[src/rtl/gvic_pkg.sv]
package gvic_pkg;

  typedef enum logic [1:0] {
    FLD_STAT = 2'd0,
    FLD_EN   = 2'd1,
    FLD_MODE = 2'd2,
    FLD_POL  = 2'd3
  } fld_e;

  typedef struct packed {
    logic        hit;
    int unsigned grp;
    fld_e        fld;
  } dec_t;

  // Map a byte address to (group, field); a gap of gap_b bytes follows the
  // first low_g groups.
  function automatic dec_t decode(int unsigned a, int unsigned ngrp,
                                  int unsigned low_g, int unsigned gap_b);
    dec_t d;
    int unsigned lin;
    d.hit = 1'b0;
    d.grp = 0;
    d.fld = fld_e'(a[1:0]);
    if (a < low_g * 4) begin
      d.hit = 1'b1;
      d.grp = a >> 2;
    end else if (a >= low_g * 4 + gap_b) begin
      lin = (a - gap_b) >> 2;
      if (lin < ngrp) begin
        d.hit = 1'b1;
        d.grp = lin;
      end
    end
    return d;
  endfunction

  function automatic logic [7:0] vec_code(logic any, int unsigned idx,
                                          int unsigned ofs);
    return any ? 8'(ofs + idx) : 8'(ofs);
  endfunction

endpackage

[src/rtl/gvic_group.sv]
module gvic_group #(
  parameter int unsigned W = 8
) (
  input  logic         clk,
  input  logic         rst_n,
  input  logic [W-1:0] src_i,
  input  logic         wr_stat_i,
  input  logic         wr_en_i,
  input  logic         wr_mode_i,
  input  logic         wr_pol_i,
  input  logic [W-1:0] wdata_i,
  output logic [W-1:0] stat_o,
  output logic [W-1:0] en_o,
  output logic [W-1:0] mode_o,
  output logic [W-1:0] pol_o,
  output logic [W-1:0] pend_o
);

  logic [W-1:0] sync1_q, sync2_q, prev_q;
  logic [W-1:0] stat_q, en_q, mode_q, pol_q;
  logic [W-1:0] edge_hit, level_hit, set_evt, clr_req;

  always_ff @(posedge clk or negedge rst_n) begin
    if (!rst_n) begin
      sync1_q <= '0;
      sync2_q <= '0;
      prev_q  <= '0;
    end else begin
      sync1_q <= src_i;
      sync2_q <= sync1_q;
      prev_q  <= sync2_q;
    end
  end

  // Edges come from the raw synchronised input, so a polarity write alone
  // never looks like an edge.
  assign edge_hit  = mode_q & ((~pol_q & sync2_q & ~prev_q) |
                               ( pol_q & ~sync2_q & prev_q));
  assign level_hit = ~mode_q & (sync2_q ^ pol_q);
  assign set_evt   = edge_hit | level_hit;
  assign clr_req   = wr_stat_i ? wdata_i : '0;

  always_ff @(posedge clk or negedge rst_n) begin
    if (!rst_n) begin
      stat_q <= '0;
      en_q   <= '0;
      mode_q <= '0;
      pol_q  <= '0;
    end else begin
      stat_q <= (stat_q & ~clr_req) | set_evt;
      if (wr_en_i)   en_q   <= wdata_i;
      if (wr_mode_i) mode_q <= wdata_i;
      if (wr_pol_i)  pol_q  <= wdata_i;
    end
  end

  assign stat_o = stat_q;
  assign en_o   = en_q;
  assign mode_o = mode_q;
  assign pol_o  = pol_q;
  assign pend_o = stat_q & en_q;

  for (genvar i = 0; i < W; i++) begin : g_chk
    p_w1c_clears_r3: assert property (@(posedge clk) disable iff (!rst_n)
      wr_stat_i && wdata_i[i] && !set_evt[i] |=> !stat_q[i]);
    p_zero_keeps_r3: assert property (@(posedge clk) disable iff (!rst_n)
      stat_q[i] && !clr_req[i] |=> stat_q[i]);
    p_level_sets_r4: assert property (@(posedge clk) disable iff (!rst_n)
      !mode_q[i] && (sync2_q[i] != pol_q[i]) |=> stat_q[i]);
    p_edge_sets_r5: assert property (@(posedge clk) disable iff (!rst_n)
      mode_q[i] && !pol_q[i] && sync2_q[i] && !prev_q[i] |=> stat_q[i]);
  end

endmodule

[src/rtl/gvic_prio.sv]
module gvic_prio #(
  parameter int unsigned N  = 192,
  localparam int unsigned IW = $clog2(N)
) (
  input  logic          clk,
  input  logic          rst_n,
  input  logic [N-1:0]  pend_i,
  output logic          any_o,
  output logic [IW-1:0] idx_o
);

  // Ascending scan: the last hit, i.e. the highest number, wins.
  always_comb begin
    any_o = 1'b0;
    idx_o = '0;
    for (int i = 0; i < N; i++) begin
      if (pend_i[i]) begin
        any_o = 1'b1;
        idx_o = IW'(i);
      end
    end
  end

  p_winner_pending_r7: assert property (@(posedge clk) disable iff (!rst_n)
    any_o |-> pend_i[idx_o]);
  p_none_above_r7: assert property (@(posedge clk) disable iff (!rst_n)
    any_o |-> ((pend_i >> idx_o) == {{(N-1){1'b0}}, 1'b1}));
  p_idle_empty_r6: assert property (@(posedge clk) disable iff (!rst_n)
    !any_o |-> (pend_i == '0));

endmodule

[src/rtl/gvic_top.sv]
module gvic_top #(
  parameter int unsigned NUM_GROUPS = 24,
  parameter int unsigned GRP_W      = 8,
  parameter int unsigned AW         = 8,
  parameter int unsigned LOW_GROUPS = 4,
  parameter int unsigned GAP_BYTES  = 4,
  parameter int unsigned VEC_OFS    = 16,
  parameter int unsigned VEC_ADDR   = 240,
  localparam int unsigned NSRC = NUM_GROUPS * GRP_W,
  localparam int unsigned IW   = $clog2(NSRC),
  localparam int unsigned GIW  = $clog2(NUM_GROUPS)
) (
  input  logic             clk,
  input  logic             rst_n,
  input  logic [NSRC-1:0]  src_i,
  input  logic             wr_en_i,
  input  logic             rd_en_i,
  input  logic [AW-1:0]    addr_i,
  input  logic [GRP_W-1:0] wdata_i,
  output logic [GRP_W-1:0] rdata_o,
  output logic             irq_o
);
  import gvic_pkg::*;

  dec_t             dec;
  logic             vec_hit;
  logic [GRP_W-1:0] stat_a [NUM_GROUPS];
  logic [GRP_W-1:0] en_a   [NUM_GROUPS];
  logic [GRP_W-1:0] mode_a [NUM_GROUPS];
  logic [GRP_W-1:0] pol_a  [NUM_GROUPS];
  logic [NSRC-1:0]  pend_flat;
  logic             any_pend;
  logic [IW-1:0]    win_idx;
  logic [7:0]       vec_q;
  logic [GRP_W-1:0] rd_d, rdata_q;

  always_comb dec = decode(32'(addr_i), NUM_GROUPS, LOW_GROUPS, GAP_BYTES);
  assign vec_hit = (addr_i == AW'(VEC_ADDR));

  for (genvar g = 0; g < NUM_GROUPS; g++) begin : g_grp
    logic sel;
    assign sel = wr_en_i && dec.hit && (dec.grp == g);
    gvic_group #(.W(GRP_W)) u_grp (
      .clk       (clk),
      .rst_n     (rst_n),
      .src_i     (src_i[g*GRP_W +: GRP_W]),
      .wr_stat_i (sel && dec.fld == FLD_STAT),
      .wr_en_i   (sel && dec.fld == FLD_EN),
      .wr_mode_i (sel && dec.fld == FLD_MODE),
      .wr_pol_i  (sel && dec.fld == FLD_POL),
      .wdata_i   (wdata_i),
      .stat_o    (stat_a[g]),
      .en_o      (en_a[g]),
      .mode_o    (mode_a[g]),
      .pol_o     (pol_a[g]),
      .pend_o    (pend_flat[g*GRP_W +: GRP_W])
    );
  end

  gvic_prio #(.N(NSRC)) u_prio (
    .clk    (clk),
    .rst_n  (rst_n),
    .pend_i (pend_flat),
    .any_o  (any_pend),
    .idx_o  (win_idx)
  );

  assign irq_o = any_pend;

  always_comb begin
    rd_d = '0;
    if (vec_hit) begin
      rd_d = GRP_W'(vec_q);
    end else if (dec.hit) begin
      case (dec.fld)
        FLD_STAT: rd_d = stat_a[GIW'(dec.grp)];
        FLD_EN:   rd_d = en_a[GIW'(dec.grp)];
        FLD_MODE: rd_d = mode_a[GIW'(dec.grp)];
        default:  rd_d = pol_a[GIW'(dec.grp)];
      endcase
    end
  end

  always_ff @(posedge clk or negedge rst_n) begin
    if (!rst_n) begin
      vec_q   <= 8'(VEC_OFS);
      rdata_q <= '0;
    end else begin
      vec_q <= vec_code(any_pend, 32'(win_idx), VEC_OFS);
      if (rd_en_i) rdata_q <= rd_d;
    end
  end

  assign rdata_o = rdata_q;

  p_idle_vector_r7: assert property (@(posedge clk) disable iff (!rst_n)
    !irq_o |=> (vec_q == 8'(VEC_OFS)));
  p_read_latency_r8: assert property (@(posedge clk) disable iff (!rst_n)
    !rd_en_i |=> $stable(rdata_q));
  p_vec_in_range_r7: assert property (@(posedge clk) disable iff (!rst_n)
    (vec_q >= 8'(VEC_OFS)) && (vec_q < 8'(VEC_OFS + NSRC)));

endmodule

[config.mk]
export PLATFORM = sky130hd
export DESIGN_NAME = gvic_top
export DESIGN_NICKNAME = d
export VERILOG_FILES = /design/src/rtl/gvic_pkg.sv /design/src/rtl/gvic_group.sv /design/src/rtl/gvic_prio.sv /design/src/rtl/gvic_top.sv
export SDC_FILE = /design/constraint.sdc
export NUM_CORES = 2
export LEC_CHECK = 0
export BUFFER_PORTS_ARGS = -buffer_cell sky130_fd_sc_hd__buf_4
export CORE_MARGIN = 2
export CORE_UTILIZATION = 31
export CTS_CLUSTER_SIZE = 25
export DETAILED_ROUTE_END_ITERATION = 10
export GPL_TIMING_DRIVEN = 0
export PLACE_DENSITY_LB_ADDON = 0.2
export SYNTH_ARGS = -nofsm -noshare
export SYNTH_HDL_FRONTEND = slang
export SYNTH_SLANG_ARGS = --single-unit
export TNS_END_PERCENT = 10
[constraint.sdc]
create_clock -name clk -period 2.4 [get_ports clk]
set_clock_uncertainty 0.05 [all_clocks]
set_input_delay 0.6 -clock clk [delete_from_list [all_inputs] [get_ports clk]]
set_output_delay 0.6 -clock clk [all_outputs]
set_load 0.02 [all_outputs]
=== After elaboration in Yosys (flattened, before gate mapping) ===
Index checks and enable logic that the tools add are counted.

* Register bits after elaboration: 1,360
* Logic and storage cells: 1,161

* Add/sub/neg operators: 2
* Order comparisons: 4
* Equality and inequality tests: 27
* Mux-type cells: 426
* Bitwise gates (word level): 409
* Reductions and logical operators: 123

{| class="wikitable"
|+ Operators by type and width
! kind !! number
|-
| bitwise AND 8 bit || 192
|-
| inverter 8 bit || 120
|-
| two-way mux 8 bit || 99
|-
| bitwise OR 8 bit || 72
|-
| two-way mux 7 bit || 64
|-
| == test 32 x 4 -> 1 bit, second input constant || 8
|-
| == test 32 x 5 -> 1 bit, second input constant || 8
|-
| two-way mux 1 bit || 193
|-
| two-way mux 6 bit || 32
|-
| XOR 8 bit || 24
|-
| binary-select mux 8 bit (select 5 bit) || 4
|-
| == test 32 x 3 -> 1 bit, second input constant || 4
|-
| logical AND 1 bit || 121
|-
| two-way mux 33 bit || 3
|-
| two-way mux 5 bit || 16
|-
| == test 32 x 2 -> 1 bit, second input constant || 2
|-
| == test 32 x 1 -> 1 bit, second input constant || 1
|-
| zero test 32 bit || 1
|-
| two-way mux 4 bit || 8
|-
| < comparator 30 x 5 -> 1 bit, second input constant || 1
|-
| case mux 8 bit (3 select lines) || 1
|-
| two-way mux 3 bit || 4
|-
| subtractor 8 x 3 -> 9 bit, second input constant || 1
|-
| adder 5 x 8 -> 8 bit, first input constant || 1
|-
| 9 further kinds || 11
|}

=== Longest topological paths before layout ===
* Depth in word-level cells: 194
* Depth in mapped cells: 17

=== Cells and area by module ===
Synthesis repeated with hierarchy kept, for this count alone.

* Cell total of the unflattened synthesis: 5,509
* Area, all modules: 62,795.2 um^2

{| class="wikitable"
|+ Modules (own cells, without submodules)
! module !! times used !! cells each !! area each (um^2) !! sequential area each (um^2)
|-
| gvic_group || 24 || 164 || 2,212.1 || 1,401.3
|-
| gvic_top || 1 || 1,130 || 7,234.4 || 401.6
|-
| gvic_prio || 1 || 443 || 2,469.9 || 0.0
|}

=== Worst setup path after synthesis ===
OpenSTA, ideal clock, no wires.

* Kind: input to register
* Start: in addr_i[3]
* End: reg rdata_q[6] (netlist: rdata_o[6])
* Setup time: 87 ps
* Arrival time: 3,526 ps
* Required time: 2,263 ps
* Path slack: -1,263 ps
* Stages: 17
* Buffers on the path: 5
* Cells stage by stage: buf_2 > clkinv_1 > ha_1 > clkbuf_1 > nand2b_1 > nor2_1 > nand3_1 > and2_1 > clkbuf_1 > buf_2 > clkbuf_1 > nor2_1 > o31ai_1 > nand3_1 > o211ai_1 > o31ai_1 > a22oi_1

* Word-level cells in the longest chain between the ends: 12
* Elaborated cells on any way between the ends: 24

{| class="wikitable"
|+ Ends and longest elaborated chain
! element !! line !! RTL
|-
| start, declared || gvic_top.sv:18 || <nowiki>input logic [AW-1:0] addr_i,</nowiki>
|-
| subtractor 8 x 3 -> 9 bit || gvic_pkg.sv:29 || <nowiki>lin = (a - gap_b) >> 2;</nowiki>
|-
| < comparator 30 x 5 -> 1 bit || gvic_pkg.sv:30 || <nowiki>if (lin < ngrp) begin</nowiki>
|-
| two-way mux 33 bit || gvic_pkg.sv:30 ||
|-
| two-way mux 33 bit || gvic_pkg.sv:28 || <nowiki>end else if (a >= low_g * 4 + gap_b) begin</nowiki>
|-
| two-way mux 33 bit || gvic_pkg.sv:25 || <nowiki>if (a < low_g * 4) begin</nowiki>
|-
| inverter 5 -> 6 bit (not written as such) || -- ||
|-
| binary-select mux 8 bit (select 5 bit) (on tied branches) || -- ||
|-
| two-way mux 8 bit (on tied branches) (2 in series) || -- ||
|-
| case mux 8 bit (3 select lines) || gvic_top.sv:75 || <nowiki>case (dec.fld)</nowiki>
|-
| two-way mux 8 bit || gvic_top.sv:74 || <nowiki>end else if (dec.hit) begin</nowiki>
|-
| two-way mux 8 bit (*) || gvic_top.sv:72 || <nowiki>if (vec_hit) begin</nowiki>
|-
| end signal, assigned || gvic_top.sv:90 || <nowiki>if (rd_en_i) rdata_q <= rd_d;</nowiki>
|-
| end, declared || gvic_top.sv:35 || <nowiki>logic [GRP_W-1:0] rd_d, rdata_q;</nowiki>
|}

Every way passes the cells marked *; elsewhere a longest branch is shown, timed or not. The select of a mux whose other input is x is not followed.
A chain may end at the register's enable or synchronous reset.

=== Worst setup path after layout ===
* Start: reg g_grp[6].u_grp.stat_q[5]
* End: out irq_o

* Word-level cells in the longest chain between the ends: 140

{| class="wikitable"
|+ Ends and longest elaborated chain
! element !! line !! RTL
|-
| start, declared || gvic_group.sv:20 || <nowiki>logic [W-1:0] stat_q, en_q, mode_q, pol_q;</nowiki>
|-
| start signal, assigned || gvic_group.sv:50 || <nowiki>stat_q <= (stat_q & ~clr_req) | set_evt;</nowiki>
|-
| bitwise AND 8 bit || gvic_group.sv:61 || <nowiki>assign pend_o = stat_q & en_q;</nowiki>
|-
| two-way mux 1 bit (139 in series) || gvic_prio.sv:17 || <nowiki>if (pend_i[i]) begin</nowiki>
|-
| end, declared || gvic_top.sv:21 || <nowiki>output logic irq_o</nowiki>
|}

No other way between the ends.

==> summary.txt <==
Pwr
  • Int Pwr: 44.2 mW
  • Sw frac: 29.7%
  • Clock share of power: 42.4%
  • PwrDens: 751 nW/um^2
  • Max IR drop VDD: 0.813 mV
  • Pleak: 37.8 nW
  • Comb pwr share: 17.1%
  • Switch Pwr: 18.6 mW
  • Seq pwr share: 40.5%

Logic synthesis
  • Mapped Area: 63600 um^2
  • Most used DFF post-synth: dfrtp_1
  • Yosys warning total: 0
  • Syn Nets: 6093
  • Post-synth EDFFs: 0
  • Yosys top cell area share: 53.5%
  • Count of cell types in the netlist: 82
  • Synth area leader: dfrtp_1
  • Top post-synthesis cells by area: dfrtp_1 53%, mux2_2 14%, ha_1 7.6%
  • Post-Synthesis Mean Instance Area: 11.6 um^2
  • Post-synthesis async set-or-reset flop share: 100%
  • Register area share after synthesis: 53.5%
  • Synth Register Bits: 1360
  • Gate Count Post-Synth: 5493

Critical path
  • R2R Path End: vec_q[6]
  • Max stage delay cell, worst path: dfrtp_2
  • WP data arrival: 3.03 ns
  • Setup Crit Path Kind: flop to output port
  • Crit start category: flop
  • CP max stage delay: 0.48 ns
  • Reg-to-reg slack, setup: -1.08 ns
  • Worst R2R Path Depth: 14
  • Reg2reg start: g_grp[6].u_grp.stat_o[5]
  • Req. time, crit path: 1.75 ns
  • CP Capture Type: output port
  • Crit-path cells: a22o_1 -> nand2b_1 -> nor3_2 -> and3_1 -> nand3_2 -> nor3_4 -> inv_4 -> buf_6
  • Critical Path Fanout Max: 4

STA
  • Slew Viols, Final: 11
  • Slew @ Worst Pin: 1.57 ns
  • Worst hold slack: -0.346 ns
  • Max Clock Freq: 0.272 GHz
  • Final Hold Viols: 88
  • Worst setup margin: -1.28 ns
  • Min Tclk post-route: 3.68 ns
  • Rel. slew slack: -4.69%
  • Setup violations, final: 785
  • Final period util: 153%
  • RSZ-0062 raised after global routing: yes

Global route
  • Pin count of the biggest net entering global routing: 170
  • First-pass GRT wire length: 418000 um
  • GRT Total Usage: 28.9%
  • Remaining Overflow, GRT: 0
  • Vias in the first global route: 51000
  • Initial antenna violation count: 26

Clock tree
  • Hold Buf Count CTS: 192
  • Clock transition at path regs: 0.06 ns
  • CTS Buf Count: 161
  • CTS sink cnt: 1360
  • Root Driver: clkbuf_16
  • Clock tree from TritonCTS: yes
  • H-tree levels: 4
  • Clk_lat worst skew: 0.84 ns
  • Clock buffer depth: 3

Placed design
  • Number of port buffers: 204
  • RePlAce Congestion: 1.01
  • Post-DP HPWL: 222000 um

Routing
  • Iter 0 DRT Violations: 4829
  • Post-DRT Antenna Nets: 0
  • # DRC: 0
  • First-pass DRT Iterations: 7
  • Routed via count: 50700
  • Vias per cell: 5.55
  • Final wirelength: 306000 um
  • Wire length per cell: 33.5 um

Outcome
  • Failing checks: negative hold slack, max-capacitance violations, max-slew violations, negative setup slack
  • Status: finished, violations left

Floorplanning
  • Core region area: 204000 um^2
  • Initial Util: 31.1%
  • Vert. Die Dim: 457 um
  • Die width: 457 um
  • Io pins: 221
  • Full die area: 209000 um^2
  • # rows: 166

Finish
  • Fraction of layout cells with a size suffix above 1: 33.3%
  • Final core utilization: 40.9%
  • Nets: 6911
  • Area growth syn-to-layout: 31.4%

Min path
  • HP Class: input port to asynchronous set/reset pin

Job
  • Maximum Capacitance Violations: 1
## area by class of cell
cell class	count	area, um^2
fill	19500	121000
tap	2688	3360
antenna	16	40.0
buffer	225	2340
multi-input combinational	3506	30200
timing repair buffer	660	6400
sequential	1360	34100
inverter	397	1520
clock buffer	209	4460
clock inverter	79	1250
## state kept, by name (all words and copies together) (netlist names)
| signal | count |
|---|---|
| vec_q | 8 |
| g_grp.u_grp.mode_o | 192 |
| g_grp.u_grp.sync2_q | 192 |
| g_grp.u_grp.pol_o | 192 |
| g_grp.u_grp.stat_o | 192 |
| rdata_o | 8 |
| g_grp.u_grp.en_o | 192 |
| g_grp.u_grp.prev_q | 192 |
| g_grp.u_grp.sync1_q | 192 |
## synthesized netlist by cell type, types with 10 or more instances
cell type	instances
a211oi_1	21
a21oi_1	90
a221o_1	197
a221oi_1	13
a22o_1	15
a22oi_1	58
a311oi_1	18
a31oi_1	28
a32o_1	15
and3_1	14
buf_1	33
buf_2	63
buf_4	12
clkbuf_1	123
dfrtp_1	1359
ha_1	388
inv_1	396
mux2_2	793
mux2i_1	46
nand2_1	641
nand3_1	87
nand4_1	32
nor2_1	448
nor2b_1	10
nor3_1	55
nor3_2	12
nor4_1	10
o211ai_1	33
o21ai_0	96
o221ai_1	34
o22a_1	17
o22ai_1	154
o31ai_1	36
## worst max-delay path, delay by kind of cell (launching register included)
| kind | cells | cell delay [ns] |
|---|---|---|
| AND/OR/NAND/NOR | 5 | 1.12 |
| buffers and inverters | 2 | 0.27 |
| AO/OA/AOI/OAI | 1 | 0.29 |
| flip-flops | 1 | 0.48 |
## metal layers
layer  part of all wire (%)  global-route usage (%)  up-vias
met4                    8.2                    19.4       12
met5                  0.027                       0        -
met2                     45                    46.1     2244
met3                    6.6                    5.65      814
met1                     40                    35.6    26400
li1                       -                       -    21300
## cell families (layout without fill, tap and decap cells)
kind of cell,after synthesis,count (layout),synth area share (%)
xor+xnor,1,1,0.0138
compound gates,904,905,10.8
buf+inv,628,1570,3.90
simple gates,1371,1371,9.38
other cells,0,16,0
flops,1360,1360,53.5
fa+ha+maj,388,388,7.63
mux,841,841,14.8
## worst max path at each step
| stage | from | to | slack, ns | cells past startpoint |
|---|---|---|---|---|
| after floorplan | addr_i[3] | g_grp[22].u_grp.en_o[0] | -0.87 | 12 |
| after global placement | rst_n | g_grp[23].u_grp.sync1_q[0] | -17.05 | 1 |
| after detailed placement | addr_i[2] | rdata_o[3] | -3.70 | 16 |
| after CTS | g_grp[10].u_grp.en_o[5] | irq_o | -1.26 | 8 |
| after global routing | g_grp[13].u_grp.stat_o[1] | irq_o | -1.35 | 10 |
| final | g_grp[6].u_grp.stat_o[5] | irq_o | -1.28 | 8 |
## stage by stage
stage	worst slack [ns]	std cells	power, mW	setup TNS (ns)	cell area [um^2]
after global routing	-1.35	9134	64.9	-356.84	83600
after floorplan	-0.873	5493	29.3	-603.52	63900
after CTS	-1.26	9066	62.9	-333.53	82600
after detailed placement	-3.70	8405	34.1	-1973.20	69300
final	-1.28	9140	62.8	-335.63	83600
after global placement	-17.05	8385	33.9	-	68800
## power by group through the flow
stage          Combinational, mW  Sequential, mW  Clock, mW
2_1_floorplan               4.14            25.2          0
3_3_place_gp                8.14            25.8          0
3_5_place_dp                8.31            25.8          0
4_1_cts                     10.3            25.4       27.3
5_1_grt                     11.2            25.5       28.2
6_report                    10.7            25.4       26.7
## timing repair
action	4_1_cts	5_1_grt
setup buffers	178	63
pin swaps	142	79
resized for setup	901	137
endpoints found under the setup margin	785	896
hold endpoints to repair	280	88
cloned	5	0
## cells in the final DEF (no fill, tap or decap), types with 52 or more instances in the layout
master / Yosys / routed
buf_4: 12 / 387
nand3_1: 87 / 69
mux2_2: 793 / 776
nor2_1: 448 / 417
clkbuf_1: 123 / 95
o22ai_1: 154 / 114
buf_6: 0 / 52
clkbuf_16: 0 / 171
buf_12: 0 / 64
a21oi_1: 90 / 70
ha_1: 388 / 386
dfrtp_1: 1359 / 1322
a221o_1: 197 / 197
nand2_1: 641 / 583
dlygate4sd3_1: 0 / 192
inv_1: 396 / 393
Power figures use the tool's default switching activity.
